## config.mk

```make
export PLATFORM = sky130hd
export DESIGN_NAME = char_relay_queue
export DESIGN_NICKNAME = d
export VERILOG_FILES = /design/src/rtl/char_relay_queue.sv
export SDC_FILE = /design/constraint.sdc
export NUM_CORES = 1
export LEC_CHECK = 0
export ABC_AREA = 0
export CORE_ASPECT_RATIO = 1.1
export CORE_MARGIN = 4
export CORE_UTILIZATION = 50
export DETAILED_ROUTE_END_ITERATION = 10
export GPL_TIMING_DRIVEN = 0
export PLACE_DENSITY = 0.7
export SLEW_MARGIN = 20
export SYNTH_ARGS = -nofsm -noshare
export SYNTH_HDL_FRONTEND = slang
export SYNTH_SLANG_ARGS = --single-unit
```

## constraint.sdc

```tcl
create_clock -name clk -period 6 [get_ports clk]
set_clock_uncertainty 0.15 [all_clocks]
set_input_delay 0.9 -clock clk [delete_from_list [all_inputs] [get_ports clk]]
set_output_delay 0.9 -clock clk [all_outputs]
set_load 0.005 [all_outputs]
```

## src/rtl/char_relay_queue.sv

```systemverilog
module char_relay_queue #(
  parameter int DEPTH = 8,
  parameter int W     = 8
) (
  input  logic                       clk,
  input  logic                       rst,
  input  logic                       in_valid,
  input  logic [W-1:0]               in_byte,
  output logic                       in_ack,
  input  logic                       out_done,
  output logic [W-1:0]               out_byte,
  output logic                       out_busy,
  output logic                       err,
  output logic [$clog2(DEPTH+1)-1:0] fill
);
  localparam int PW = (DEPTH > 2) ? $clog2(DEPTH) : 1;
  localparam int CW = $clog2(DEPTH+1);

  logic [W-1:0]  mem [DEPTH];
  logic [PW-1:0] head, tail;
  logic          empty, full, push, pop, launch_ok;
  logic [W-1:0]  pop_data;

  function automatic logic [PW-1:0] bump(input logic [PW-1:0] p);
    return (p == PW'(DEPTH-1)) ? '0 : p + 1'b1;
  endfunction

  assign empty     = (head == tail);
  assign full      = (bump(tail) == head);
  assign push      = in_valid && !full;
  assign launch_ok = !out_busy || out_done;
  assign pop       = launch_ok && (!empty || push);
  assign pop_data  = empty ? in_byte : mem[head];

  assign fill = (head <= tail) ? CW'(tail) - CW'(head)
                               : CW'(DEPTH) + CW'(tail) - CW'(head);

  always_ff @(posedge clk)
    if (push) mem[tail] <= in_byte;

  always_ff @(posedge clk) begin
    if (rst) begin
      head     <= '0;
      tail     <= '0;
      err      <= 1'b0;
      in_ack   <= 1'b0;
      out_busy <= 1'b0;
      out_byte <= '0;
    end else begin
      in_ack <= in_valid;
      if (in_valid && full) err <= 1'b1;
      if (push) tail <= bump(tail);
      if (pop) begin
        head     <= bump(head);
        out_byte <= pop_data;
        out_busy <= 1'b1;
      end else if (out_done) begin
        out_busy <= 1'b0;
      end
    end
  end
endmodule

```

# Yosys cells after proc, flatten, opt, wreduce, memory -nomap -nowiden
# Memory sizes are Yosys's and may differ from the RTL's. A register that Yosys moved wholly into a read port is not among the register bits.
# Cells that the tools add are included.
# classes
addsub	5
magnitude_cmp	1
n_eq_ne	4
n_mux	7
n_reduce_logical	9
# op_table
op	count
3-bit by 1-bit adder with 3-bit output (second input constant)	2
3-bit == test	2
3-bit == test (second input constant)	2
3-bit 2-to-1 mux	2
4-bit by 3-bit adder with 4-bit output (first input constant)	1
1-bit 2-to-1 mux	4
4-bit 2-to-1 mux	1
3-bit by 3-bit subtractor with 4-bit output	1
4-bit by 3-bit subtractor with 4-bit output	1
3-bit less-or-equal comparator	1
1-bit logical AND	3
1-bit logical NOT	3
1-bit logical OR	2
2-bit nonzero test	1
# totals
reg_bits	9
mem_bits_rw	64
output_inout_bits	15
word_cells	32
mem_count	1
# memory_table
name	depth	word_bits	rd	rd_clocked_by_memory_dff	write_ports	line	source
mem	8	8	1	1	1	19	logic [W-1:0] mem [DEPTH];

# Depth between registers and ports, before layout
# Gate-level depths: netlist of the first run.
# depth
word_depth	8
depth_mapped	9

# Worst setup path before layout of the first run
# No wires, ideal clock.
# synth_timing
path_kind	register -> output
from	reg head[1]
to	out fill[3]
t_arrival_ns	1.660
t_required_ns	4.950
path_slack_ns	3.290
stages_incl_launch_ff	8
cell_sequence	dfxtp_1 > buf_2 > buf_2 > inv_1 > ha_1 > a21o_1 > a21oi_1 > xor2_1
# synth_between
elab_chain_cells	2
elab_cells_between_ends	4
cone_classes	add/sub (2); order compare (1); mux (1)
# synth_lines
element	line	source
from (decl)	20	logic [PW-1:0] head, tail;
from (signal assigned)	54	head <= bump(head);
4-bit by 3-bit subtractor with 4-bit output, or another cell as far along	36	: CW'(DEPTH) + CW'(tail) - CW'(head);
4-bit 2-to-1 mux (*)	35	assign fill = (head <= tail) ? CW'(tail) - CW'(head)
to (decl)	14	output logic [$clog2(DEPTH+1)-1:0] fill
# Every way passes the cells marked *; elsewhere a longest branch is shown, timed or not.

# Worst setup path in the final report of the first run
# Ends and elaborated chain as after synthesis.

==> flow_summary_export.csv, run 1 <==
group,metric,value,unit
run_status,status,"completed",
detailed_routing,firstDrtPassIters,4,
clocking,clk_latency,0.35,ns
clocking,cts.clk_slew.worst_paths,0.09,ns
yosys,synth_edf_count,64,
placed_design,dpl_cell_area,3800,um2
sta,max_freq,0.256,GHz
clocking,cts_buffer_depth,2,
detailed_routing,drc,0,
detailed_routing,ant_nets,0,
grt,grt_max_degree,15,
detailed_routing,highest_layer,"met4",
setup_path,rr_worst_depth,6,
cells_and_area,antennaDiodeCount,0,
setup_path,r2r_start,"tail[1]$_SDFFE_PP0P_",
clocking,cts_inserted_buffers,9,
clocking,postCtsSetupBuffers,0,
floorplan,die_h,94.7,um
grt,grt_use_total,0.176,
worst_hold_path,min_path_cells,2,
cells_and_area,areaGrowthSynthToFinish,16.6,%
detailed_routing,route.met3.wl,269,um
setup_path,crit_arrival,2.85,ns
yosys,ys_top_cells_by_count,"edfxtp_1, dfxtp_1, nor2_1",
detailed_routing,drt-initial-drc-count,180,
grt,overflow,0,
yosys,synth.top_cell.area_share,0.563,
placed_design,gp_congestion,0.733,
sta,holdWs,0.335,ns
power_and_ir_drop,p_total,1800,uW
sta,rsz0062_at_grt,"false",
setup_path,cp.required,4.95,ns
detailed_routing,wl_per_cell,19.7,um
setup_path,cp_max_fo,10,
power_and_ir_drop,p_leak,0.00141,uW
clocking,cts_root_buf,"clkbuf_8",
yosys,synth_area,3420,um2
yosys,synthCells,205,
clocking,ctsResizeCount,0,
setup_path,critical_path_class,"reg -> out",
clocking,cts_hold_buf,0,
detailed_routing,post_drt_via_cell_ratio,5.68,
detailed_routing,finalWirelength,6530,um
cells_and_area,drive_above_1_share,0.161,
sta,fin_crit_sh,0.650,
grt,first_global_vias,1894,
sta,worst_slew_pin_slew,0.987,ns
yosys,ys.flop_type,"edfxtp_1",
worst_hold_path,min_from,"err$_SDFFE_PP0P_",
yosys,yosysUniqueCellTypes,33,
cells_and_area,final_cell_area,3980,um2
yosys,synth_area_per_cell,16.7,um2
grt,antenna_found_initial,0,
floorplan,io_pins,27,
sta,finalSetupTns,0,ns
flow_run,cap_violations,0,
setup_path,startpoint_type,"flip-flop",
detailed_routing,met1_length,2900,um
yosys,ys_seq_area_frac,0.662,
grt,grt_first_pass_wirelength,10300,um
power_and_ir_drop,peakVddDrop,0.000252,V
yosys,yosys.area.top_type,"edfxtp_1",
sta,slew_viol_final,0,
yosys,synth_nets,226,
detailed_routing,vias,1879,
clocking,cts_tree,"built",
setup_path,cp-end-kind,"primary output",
yosys,async_flop_share,0,
placed_design,io_buffers,26,
yosys,synth-warning-count,0,
setup_path,r2r_slack,2.96,ns
clocking,cts.htree.levels,3,
cells_and_area,fin_nets,265,
yosys,synthTopCellsByArea,"edfxtp_1, dfxtp_1, mux4_2",
floorplan,dieArea,8220,um2
cells_and_area,nFillCells,515,
floorplan,core,6630,um2
sta,period_needed,3.90,ns
worst_hold_path,holdPathEnd,"err$_SDFFE_PP0P_",
power_and_ir_drop,p_per_area,452,nW/um2
detailed_routing,wl_met2,3240,um
sta,relSlewSlack,0.339,
floorplan,start_util,0.515,
yosys,ys_ff_latch,81,
floorplan,rows,31,
floorplan,dieWidth,86.8,um
clocking,cts_sinks,81,
yosys,yosysMostFrequentCell,"edfxtp_1",
worst_hold_path,hold_path_class,"reg -> reg",
setup_path,rr_endpoint,"mem[5][5]$_DFFE_PP_",
placed_design,hpwl,4270,um
sta,finalHoldViolCount,0,
sta,finalSetupViolCount,0,
sequential cells by signal, indices dropped and copies added, names as in the netlist:
name / cells
mem: 64
out_byte: 8
head: 3
tail: 3
err: 1
in_ack: 1
out_busy: 1
cells in the final DEF (no fill, tap or decap), types with 4 or more instances in the layout:
cell,count
mux2i_1,12
clkbuf_1,4
nor2_1,14
ha_1,7
edfxtp_1,64
clkbuf_8,10
mux4_2,13
dfxtp_1,17
nand4b_1,8
inv_1,8
a21oi_1,4
nand2b_1,11
o221ai_1,8
clkdlybuf4s50_1,26
worst max-delay path, cell delays in order, from the launching register on:
cell and delay, ns:
dfxtp_1 0.40, buf_2 0.31, buf_2 0.35, inv_1 0.10, ha_1 0.35, a21o_1 0.17
a21oi_1 0.16, xor2_1 0.15, clkdlybuf4s50_1 0.51
worst max-delay path by stage:
stage	from	end	slack, ns	cells after the start
floorplan	head[1]$_SDFFE_PP0P_	fill[3]	3.29	7
global placement	in_valid	mem[1][3]$_DFFE_PP_	2.30	4
detailed placement	head[1]$_SDFFE_PP0P_	fill[3]	2.46	8
CTS	head[1]$_SDFFE_PP0P_	fill[3]	2.06	8
global route	head[1]$_SDFFE_PP0P_	fill[3]	1.94	8
finish	head[1]$_SDFFE_PP0P_	fill[3]	2.10	8
cells by family after synthesis:
group / count (synthesis) / share of synthesized area
AOI/OAI and AO/OA: 19 / 0.0403
buffers and inverters: 18 / 0.0286
muxes: 28 / 0.144
adders and majority gates: 9 / 0.0374
xor gates and xnor gates: 3 / 0.00769
and+or+nand+nor: 47 / 0.0799
DFF: 81 / 0.662
metal layers:
metal | vias to the layer above | global-route usage
met5 | - | 0
met4 | 0 | 0.0727
met3 | 11 | 0.0436
met2 | 48 | 0.275
met1 | 932 | 0.237
li1 | 888 | -
per-stage QoR:
stage	cells	setup WS [ns]	utilization
floorplan	205	3.29	-
global route	331	1.94	0.600
global placement	313	2.30	0.570
CTS	331	2.06	0.600
detailed placement	315	2.46	0.573
finish	331	2.10	0.600
power breakdown:
group	leakage [uW]	switching [uW]	internal, uW
combinational	0.000599	339	364
clock	0.0000863	198	161
sequential	0.000720	41.7	696
layout make-up:
class | count | area [um2] | area share
buffer | 9 | 63.8 | 0.0160
clock buffer | 10 | 138 | 0.0346
clock inverter | 6 | 41.3 | 0.0104
inverter | 9 | 33.8 | 0.00848
multi-input combinational | 106 | 1070 | 0.268
sequential | 81 | 2260 | 0.568
tap | 82 | 103 | 0.0258
timing repair buffer | 28 | 275 | 0.0691
(Power assumes the default switching activity.)
==> run 2: changes to the inputs <==
==> constraint.sdc (replaced) <==
create_clock -name clk -period 3.8 [get_ports clk]
set_clock_uncertainty 0.15 [all_clocks]
set_input_delay 0.57 -clock clk [delete_from_list [all_inputs] [get_ports clk]]
set_output_delay 0.57 -clock clk [all_outputs]
set_load 0.005 [all_outputs]
==> results of run 2 <==
The final DEF is identical to that of run 1. Status: completed.
Among the figures that moved: setup slack after placement 2.46 ns -> 0.593 ns; setup slack after layout 2.10 ns -> 0.230 ns; register-to-register setup slack 2.96 ns -> 0.76 ns; total power 1800 uW -> 2840 uW; worst IR drop on VDD 0.000252 V -> 0.000398 V
